### config.mk
export PLATFORM = sky130hd
export DESIGN_NAME = dbg_trace_seq
export DESIGN_NICKNAME = d
export VERILOG_FILES = /design/src/rtl/dbg_seq_pkg.sv /design/src/rtl/dbg_seq_fsm.sv /design/src/rtl/dbg_seq_ctx.sv /design/src/rtl/dbg_seq_brk.sv /design/src/rtl/dbg_trace_seq.sv
export SDC_FILE = /design/constraint.sdc
export NUM_CORES = 1
export LEC_CHECK = 0
export BUFFER_PORTS_ARGS = -buffer_cell sky130_fd_sc_hd__buf_4
export CORE_ASPECT_RATIO = 0.8
export CORE_MARGIN = 3
export CORE_UTILIZATION = 44
export DETAILED_ROUTE_END_ITERATION = 16
export PLACE_DENSITY = 0.8
export SKIP_LAST_GASP = 1
export SLEW_MARGIN = 25
export SYNTH_ARGS = -nofsm -noshare
export SYNTH_HDL_FRONTEND = slang
export SYNTH_SLANG_ARGS = --single-unit
### constraint.sdc
create_clock -name clk -period 1.75 [get_ports clk]
set_input_delay 0.175 -clock clk [delete_from_list [all_inputs] [get_ports clk]]
set_output_delay 0.175 -clock clk [all_outputs]
set_load 0.01 [all_outputs]
### src/rtl/dbg_seq_pkg.sv
// Shared types for the debug trace/return sequencer.
package dbg_seq_pkg;

    // Host command codes carried on cmd_op.
    typedef enum logic [1:0] {
        OP_NONE   = 2'b00,
        OP_STEP   = 2'b01,
        OP_RESUME = 2'b10,
        OP_BREAK  = 2'b11
    } host_op_e;

    // Status codes reported to the host.
    localparam logic [1:0] STAT_NORMAL = 2'b00;
    localparam logic [1:0] STAT_IDLE   = 2'b01;
    localparam logic [1:0] STAT_BUSY   = 2'b10;

    // Sequencer states.
    typedef enum logic [3:0] {
        S_NORM,   // user program runs
        S_IDLE,   // halted in debug, waiting for host
        S_POP,    // step: pop return address
        S_CHK,    // step: region check on popped address
        S_FEED,   // step: load IP, restore interrupt enable
        S_EXEC,   // step: one instruction executes
        S_BLOCK,  // stall, fetch blocked
        S_PUSH,   // push return address
        S_FLAG,   // save and clear memory-access flag
        S_VEC,    // load debug vector, clear interrupt enable
        S_HALT,   // halt CPU
        S_RPOP,   // resume: pop return address
        S_RFLAG,  // resume: restore memory-access flag
        S_RFEED   // resume: load IP, restore interrupt enable
    } seq_state_e;

endpackage

### src/rtl/dbg_seq_fsm.sv
// Sequencer state register and next-state logic.
// Assumes stk_ack is a single-cycle pulse answering an active request and
// insn_done pulses once per completed instruction.
module dbg_seq_fsm
    import dbg_seq_pkg::*;
(
    input  logic       clk,
    input  logic       rst_n,
    input  logic       cmd_valid,
    input  logic [1:0] cmd_op,
    input  logic       enter_req,
    input  logic       stk_ack,
    input  logic       refuse,
    input  logic       insn_done,
    output seq_state_e state,
    output logic       redo
);

    seq_state_e nxt;
    logic       redo_nxt;

    // Next-state selection for break-in, step and resume sequences.
    always_comb begin
        nxt      = state;
        redo_nxt = redo;
        case (state)
            S_NORM:  if (enter_req) begin
                         nxt      = S_BLOCK;
                         redo_nxt = 1'b0;
                     end
            S_IDLE:  if (cmd_valid && cmd_op == OP_STEP)   nxt = S_POP;
                     else if (cmd_valid && cmd_op == OP_RESUME) nxt = S_RPOP;
            S_POP:   if (stk_ack) nxt = S_CHK;
            S_CHK:   begin
                         redo_nxt = refuse;
                         nxt      = refuse ? S_PUSH : S_FEED;
                     end
            S_FEED:  nxt = S_EXEC;
            S_EXEC:  if (insn_done) nxt = S_BLOCK;
            S_BLOCK: begin
                         redo_nxt = 1'b0;
                         nxt      = S_PUSH;
                     end
            S_PUSH:  if (stk_ack) nxt = redo ? S_IDLE : S_FLAG;
            S_FLAG:  nxt = S_VEC;
            S_VEC:   nxt = S_HALT;
            S_HALT:  nxt = S_IDLE;
            S_RPOP:  if (stk_ack) nxt = S_RFLAG;
            S_RFLAG: nxt = S_RFEED;
            S_RFEED: nxt = S_NORM;
            default: nxt = S_NORM;
        endcase
    end

    // State and refusal flag registers.
    always_ff @(posedge clk) begin
        if (!rst_n) begin
            state <= S_NORM;
            redo  <= 1'b0;
        end else begin
            state <= nxt;
            redo  <= redo_nxt;
        end
    end

endmodule

### src/rtl/dbg_seq_ctx.sv
// Context kept across debug mode: popped return address, interrupt-enable
// shadow taken at break-in, saved memory-access flag, and the region check
// that refuses a step into system memory.
// Assumes stk_rdata is valid in the cycle stk_ack is high.
module dbg_seq_ctx
    import dbg_seq_pkg::*;
#(
    parameter int              AW       = 16,
    parameter logic [AW-1:0]   SYS_BASE = 16'h8000,
    parameter logic [AW-1:0]   SYS_LAST = 16'h9FFF
) (
    input  logic          clk,
    input  logic          rst_n,
    input  seq_state_e    state,
    input  logic          enter_req,
    input  logic          stk_ack,
    input  logic [AW-1:0] stk_rdata,
    input  logic          irq_en_cur,
    input  logic          macc_cur,
    input  logic          multi_region,
    output logic [AW-1:0] ret_addr,
    output logic          irq_shadow,
    output logic          macc_saved,
    output logic          refuse
);

    logic pop_done;
    logic in_sys;

    assign pop_done = stk_ack && (state == S_POP || state == S_RPOP);
    assign in_sys   = (ret_addr >= SYS_BASE) && (ret_addr <= SYS_LAST);
    assign refuse   = multi_region && in_sys;

    // Capture return address, interrupt shadow and memory-access flag.
    always_ff @(posedge clk) begin
        if (!rst_n) begin
            ret_addr   <= '0;
            irq_shadow <= 1'b0;
            macc_saved <= 1'b0;
        end else begin
            if (pop_done)
                ret_addr <= stk_rdata;
            if (state == S_NORM && enter_req)
                irq_shadow <= irq_en_cur;
            if (state == S_FLAG)
                macc_saved <= macc_cur;
        end
    end

endmodule

### src/rtl/dbg_seq_brk.sv
// Break-in request and clock switchback. Suppresses a breakpoint hit until
// the first instruction after a resume has completed.
// Assumes bkpt_match is qualified by the comparators for the current fetch.
module dbg_seq_brk
    import dbg_seq_pkg::*;
(
    input  logic       clk,
    input  logic       rst_n,
    input  seq_state_e state,
    input  logic       cmd_valid,
    input  logic [1:0] cmd_op,
    input  logic       bkpt_match,
    input  logic       insn_done,
    input  logic       swb_en,
    input  logic       pmm_active,
    output logic       enter_req,
    output logic       clk_switchback
);

    logic sup_q;

    assign enter_req = (state == S_NORM) &&
                       ((cmd_valid && cmd_op == OP_BREAK) || (bkpt_match && !sup_q));
    assign clk_switchback = enter_req && swb_en && pmm_active;

    // Suppression flag: armed by resume, dropped after the first instruction.
    always_ff @(posedge clk) begin
        if (!rst_n)
            sup_q <= 1'b0;
        else if (state == S_RFEED)
            sup_q <= 1'b1;
        else if (state != S_NORM || insn_done)
            sup_q <= 1'b0;
    end

endmodule

### src/rtl/dbg_trace_seq.sv
// Top of the debug trace/return sequencer: ties the state machine, context
// store and break-in logic together and decodes the CPU, stack and flag
// controls from the current state.
// Assumes the CPU holds cpu_pc stable while cpu_run is low.
module dbg_trace_seq
    import dbg_seq_pkg::*;
#(
    parameter int            AW       = 16,
    parameter logic [AW-1:0] DBG_VEC  = 16'h8010,
    parameter logic [AW-1:0] SYS_BASE = 16'h8000,
    parameter logic [AW-1:0] SYS_LAST = 16'h9FFF
) (
    input  logic          clk,
    input  logic          rst_n,
    input  logic          cmd_valid,
    input  logic [1:0]    cmd_op,
    output logic [1:0]    status,
    input  logic          bkpt_match,
    input  logic          swb_en,
    input  logic          pmm_active,
    output logic          clk_switchback,
    input  logic          multi_region,
    output logic          stk_push_req,
    output logic          stk_pop_req,
    output logic [AW-1:0] stk_wdata,
    input  logic [AW-1:0] stk_rdata,
    input  logic          stk_ack,
    input  logic [AW-1:0] cpu_pc,
    input  logic          insn_done,
    output logic          cpu_run,
    output logic          cpu_stall,
    output logic          fetch_block,
    output logic          cpu_halt,
    output logic          ip_load,
    output logic [AW-1:0] ip_value,
    input  logic          irq_en_cur,
    output logic          irq_en_set,
    output logic          irq_en_clr,
    input  logic          macc_cur,
    output logic          macc_clr,
    output logic          macc_restore,
    output logic          macc_val,
    output logic          timer_freeze
);

    seq_state_e    state;
    logic          redo;
    logic          enter_req;
    logic          refuse;
    logic [AW-1:0] ret_addr;
    logic          irq_shadow;
    logic          macc_saved;

    dbg_seq_fsm u_fsm (
        .clk       (clk),
        .rst_n     (rst_n),
        .cmd_valid (cmd_valid),
        .cmd_op    (cmd_op),
        .enter_req (enter_req),
        .stk_ack   (stk_ack),
        .refuse    (refuse),
        .insn_done (insn_done),
        .state     (state),
        .redo      (redo)
    );

    dbg_seq_ctx #(
        .AW       (AW),
        .SYS_BASE (SYS_BASE),
        .SYS_LAST (SYS_LAST)
    ) u_ctx (
        .clk          (clk),
        .rst_n        (rst_n),
        .state        (state),
        .enter_req    (enter_req),
        .stk_ack      (stk_ack),
        .stk_rdata    (stk_rdata),
        .irq_en_cur   (irq_en_cur),
        .macc_cur     (macc_cur),
        .multi_region (multi_region),
        .ret_addr     (ret_addr),
        .irq_shadow   (irq_shadow),
        .macc_saved   (macc_saved),
        .refuse       (refuse)
    );

    dbg_seq_brk u_brk (
        .clk            (clk),
        .rst_n          (rst_n),
        .state          (state),
        .cmd_valid      (cmd_valid),
        .cmd_op         (cmd_op),
        .bkpt_match     (bkpt_match),
        .insn_done      (insn_done),
        .swb_en         (swb_en),
        .pmm_active     (pmm_active),
        .enter_req      (enter_req),
        .clk_switchback (clk_switchback)
    );

    // Status code from state.
    always_comb begin
        if (state == S_NORM)      status = STAT_NORMAL;
        else if (state == S_IDLE) status = STAT_IDLE;
        else                      status = STAT_BUSY;
    end

    // CPU, stack, IP and flag controls from state.
    always_comb begin
        cpu_run      = (state == S_NORM) || (state == S_EXEC);
        cpu_stall    = (state == S_BLOCK) || (state == S_PUSH) ||
                       (state == S_FLAG) || (state == S_VEC);
        fetch_block  = cpu_stall;
        cpu_halt     = (state == S_HALT) || (state == S_IDLE) || (state == S_POP) ||
                       (state == S_CHK) || (state == S_RPOP) || (state == S_RFLAG);
        stk_pop_req  = (state == S_POP) || (state == S_RPOP);
        stk_push_req = (state == S_PUSH);
        stk_wdata    = redo ? ret_addr : cpu_pc;
        ip_load      = (state == S_FEED) || (state == S_RFEED) || (state == S_VEC);
        ip_value     = (state == S_VEC) ? DBG_VEC : ret_addr;
        irq_en_set   = ((state == S_FEED) || (state == S_RFEED)) && irq_shadow;
        irq_en_clr   = (state == S_VEC);
        macc_clr     = (state == S_FLAG);
        macc_restore = (state == S_RFLAG);
        macc_val     = macc_saved;
        timer_freeze = (state != S_NORM);
    end

endmodule

; ---- Yosys cells after proc, flatten, opt, wreduce, memory -nomap -nowiden
; Index checks and enable logic that the tools add are counted.
[op_classes]
muxes = 18
eq_ne = 22
n_lt_le_gt_ge = 2
n_reduce_logical = 33
[op_table]
columns = op, n
row1 = $pmux 4 s13, 1
row2 = $mux 16, 2
row3 = $mux 4, 8
row4 = $eq 4x4->1 const B, 6
row5 = $eq 4x3->1 const B, 4
row6 = $ge 16x16->1 const B, 1
row7 = $le 16x16->1 const B, 1
row8 = $logic_or 1x1->1, 14
row9 = $logic_and 1x1->1, 12
row10 = $eq 4x2->1 const B, 2
row11 = $mux 2, 3
row12 = $ne 2x2->1 const B, 3
row13 = $reduce_and 6->1, 1
row14 = $eq 2x2->1 const B, 2
row15 = $eq 4x1->1 const B, 1
row16 = $logic_not 4->1, 1
row17 = $ne 2x1->1 const B, 2
row18 = $reduce_bool 4->1, 1
row19 = $mux 1, 3
row20 = $ne 3x1->1 const B, 1
row21 = $pmux 1 s3, 1
row22 = $reduce_bool 3->1, 1
row23 = $eq 2x1->1 const B, 1
row24 = $reduce_and 2->1, 1
row25 = other kinds (2), 2
[word_totals]
output_inout_bits = 48
word_cells = 81
register_bits = 24

; ---- Logic depth before layout (Yosys ltp)
[logic_depth]
depth_word = 6
depth_mapped = 7
mapped_depth_nobuf = 4

; ---- By module
; From an unflattened synthesis, not the netlist that was laid out.
[unflattened]
cells_unflattened = 222
hier_area_um2 = 1854.3
[modules_own_cells]
columns = mod, area_per_inst_um2, seq_area_each_um2, cells_per_inst, instances
row1 = dbg_seq_ctx, 765.7, 360.3, 84, 1
row2 = dbg_trace_seq, 500.5, 0.0, 64, 1
row3 = dbg_seq_fsm, 478.0, 100.1, 63, 1
row4 = dbg_seq_brk, 110.1, 20.0, 11, 1

; ---- Worst setup path after synthesis
; No wires, ideal clock.
[synth_path]
path_type = register to register
from = register u_fsm.state[1]
to = register u_fsm.state[2]
t_required_ps = 1634
arrival_ps = 1484
setup_slack_ps = 151
path_stages_with_launch = 6
setup_ps = 116
period_less_slack_ps = 1599
n_path_buf = 1
cell_sequence = dfxtp_1 -> buf_6 -> or4_4 -> and3b_2 -> nor4_2 -> a31o_1
[synth_via]
elab_chain_cells = 4
word_cells_on_any_way = 22
[synth_rtl]
columns = item, line
row1 = "start, declared", dbg_seq_fsm.sv:15  ; output seq_state_e state,
row2 = "start signal, assigned", dbg_seq_fsm.sv:61  ; state <= nxt;
row3 = $logic_not 4->1, "dbg_seq_fsm.sv:26, dbg_seq_brk.sv:22"
row4 = $logic_and 1x1->1, dbg_seq_brk.sv:22  ; assign enter_req = (state == S_NORM) &&
row5 = $ne 2x1->1 (no source line), -
row6 = $reduce_and 6->1 (no source line), -
; Parallel ways exist; a longest one is shown, timed or not.
; A chain may end at the register's enable or synchronous reset.

; ---- Worst setup path in the final report
[layout_path]
from = register u_fsm.state[1]
to = output port clk_switchback
[layout_via]
elab_chain_cells = 4
[layout_rtl]
columns = item, line
row1 = $logic_not 4->1, dbg_seq_brk.sv:22
row2 = $logic_and 1x1->1, dbg_seq_brk.sv:22
row3 = $logic_and 1x1->1 (2 in a row), dbg_seq_brk.sv:24  ; assign clk_switchback = enter_req && swb_en && pmm_active;
row4 = "end, declared", dbg_trace_seq.sv:21  ; output logic clk_switchback,
; Every way passes these cells.

==> summary.txt <==
Clock tree
  • CTS max path bufs: 2
  • CTS buffer count: 3
  • CTS tree: built
  • Root cell of the clock tree: clkbuf_8
  • Sink Count: 24
  • Clock Latency Late Sink: around 270 ps
  • H-tree depth: 1
  • Worst-path clk slew: 90 ps

Final layout
  • Nets@finish: 333
  • Antenna Cells: 0
  • Share of cells above drive strength 1: 0.523
  • Final instance area: 2620 um2
  • Fill count: between 200 and 300
  • Area grow syn2layout: 57.1%

STA
  • Max Clock Skew: roughly 3.9 ps
  • Final hold viol count: 0
  • Worst-Margin Slew: a little over 400 ps
  • Max-slew headroom: 0.722
  • Clock period minus worst slack: 1770 ps
  • Final slew viol count: 0
  • Final worst setup slack: -16.4 ps
  • Period utilisation layout: 1.01
  • Setup TNS: -16.4 ps
  • FMAX: 0.566 GHz
  • RSZ-0062 raised after global routing: true
  • Setup-failing EPs final: 1

Setup path
  • CP Max Fanout: 2
  • Critical path class: reg2out
  • Crit path capture type: output port
  • WP data required: 1570 ps
  • Arr. time, crit path: ~1600 ps
  • CP startpoint kind: flip-flop

Synthesis
  • Synth top area cells: dfxtp_1 (29%), mux2i_1 (12%), mux2_2 (11%)
  • Ys flop type: dfxtp_1
  • Sequential area share after synthesis: 0.288
  • Largest area contributor in the netlist: dfxtp_1
  • Avg Cell Area, Syn: 8.77 um2
  • Synth Register Bits: 24
  • Netlist cell types: 50
  • Synth top area share: 0.288
  • Syn nets: 235
  • Synthesized cell area: 1670 um2
  • Post-synth EDFFs: 0
  • Yosys warning count: 0
  • Asr flop ratio synth: 0
  • Post-Synthesis Cells: 190

Run status
  • Violated checks: setup timing
  • Status: complete, but fails checks

Global route
  • Largest net degree at the start of global routing: 21
  • Global-route wire length before repair: 7330 um
  • Grt total ovfl: 0
  • Vias in the first global route: about 1.6k
  • Initial antenna violation count: 0
  • Global-route usage over all layers: 0.208

Power
  • Max rail drop VDD: 0.761 mV
  • Clk network pwr share: 0.154
  • Pwr dens: 1200 nW/um2
  • Gate power share: 0.613
  • Leakage: 1.30 nW
  • Net switching power: 1.19 mW
  • Pint: 1.96 mW
  • Sw Ratio: 0.376
  • Register share of total power: 0.233

Floorplan
  • Initial Util: 0.471
  • # IOs: 93
  • Vert. Die Dim: 61.0 um
  • Die area: 4570 um2
  • Die extent in x: 74.8 um
  • Row Count: 19
  • Core box area: 3540 um2

Route
  • Remaining DRCs: 0
  • Vias: about 1.8k
  • DRT Pass-1 Iters: 4
  • Detail Route Antenna Nets: 0
  • Initial DRC Count: 108
  • Total Wirelength: 4890 um
  • WL/cell: 14.9 um
  • Drt via density: 5.34

Run
  • Max-cap violations: 0

Place
  • DP Area: 2460 um2
  • Port-buffer cells: 92
  • Routability Congestion: 0.961
  • Post-DP HPWL: 3830 um

Min path
  • Worst hold path class: in2reg
[path summary, 6_finish.rpt]
check,from,cells after the start,slack (ps),to
setup / recovery,u_fsm.state[1],4,-20,clk_switchback
hold / removal,stk_rdata[6],3,140,u_ctx.ret_addr[6]
setup reg to reg,u_fsm.state[1],5,30,u_fsm.state[2]
hold reg to reg,u_ctx.macc_saved,2,520,u_ctx.macc_saved
[synthesized netlist by cell type, types with 2 or more instances]
cell type  instances
a21o_1             2
a21oi_1            7
a32oi_1            2
and3_1             2
buf_2              7
buf_4              2
buf_6              2
clkbuf_1           5
dfxtp_1           24
inv_1              3
mux2_2            16
mux2i_1           20
nand2_1            6
nand2b_1           6
nand3b_1           2
nand4b_1           2
nand4bb_1          2
nor2_1            24
nor2b_1           15
nor3_1             5
nor3b_1            2
o21ai_0            3
or2_2              2
or3_1              2
xor2_1             2
[cells in the final DEF (no fill, tap or decap), types with 3 or more instances in the layout]
| cell type | n |
|---|---|
| dfxtp_2 | 3 |
| dfxtp_1 | 20 |
| o21ai_0 | 3 |
| clkbuf_8 | 3 |
| a21oi_1 | 6 |
| nand2b_1 | 4 |
| mux2i_1 | 19 |
| buf_12 | 3 |
| buf_4 | 106 |
| nor3_1 | 4 |
| nand2_1 | 6 |
| mux2_2 | 16 |
| nor2_1 | 24 |
| inv_1 | 3 |
| nor2b_1 | 15 |
[per-layer routing]
metal  vias up  global-route usage  share of wire
li1        869                   -              -
met1       805               0.288           0.43
met2        80               0.334           0.47
met3         2              0.0636          0.088
met4         0              0.0228         0.0029
met5         -                   0              0
[stage by stage]
stage	power [mW]	worst slack (ps)	hold slack, ps	cells	util
floorplan	1.81	151	309	190	-
global placement	2.48	177	404	322	0.696
detailed placement	2.49	153	413	322	0.696
CTS	3.06	-8.75	131	329	0.728
global route	3.34	-67.0	139	329	0.739
finish	3.15	-16.4	135	329	0.739
[registers in the layout (all words and copies together) (netlist names)]
name / cells
u_brk.sup_q: 1
u_ctx.irq_shadow: 1
u_fsm.redo: 1
u_ctx.ret_addr: 16
u_fsm.state: 4
u_ctx.macc_saved: 1
[power by group through the flow]
stage	clock (mW)	sequential (mW)	combinational, mW
finish	0.484	0.735	1.93
global route	0.509	0.746	2.09
CTS	0.495	0.725	1.84
detailed placement	0	0.736	1.75
global placement	0	0.733	1.75
floorplan	0	0.703	1.11
[cell families after synthesis]
kind of cell | synth area share
compound gates | 0.133
xor+xnor | 0.0158
buf+inv | 0.0638
flops | 0.288
mux | 0.228
simple gates | 0.271
[worst max-delay path: stages (launching register included)]
cell and delay, ps:
dfxtp_4 350, or4_4 570, a21oi_4 130, and3_1 160
buf_4 110
[final cells by class]
| cell class | count | area, um2 | area share |
|---|---|---|---|
| sequential | 24 | 488 | 0.186 |
| tap | 42 | 52.6 | 0.0201 |
| clock inverter | 1 | 30.0 | 0.0115 |
| clock buffer | 3 | 41.3 | 0.0158 |
| inverter | 3 | 11.3 | 0.00430 |
| multi-input combinational | 146 | 1130 | 0.431 |
| timing repair buffer | 110 | 867 | 0.331 |
[repair_timing]
item                       in CTS  in global routing
gates cloned                    0                  0
hold buffers                    0                  0
pin swaps                       1                  0
hold endpoints to repair        0                  0
setup endpoints to repair       5                 12
resized for setup               7                  9
buffers inserted                3                  0
(Power assumes the default switching activity.)
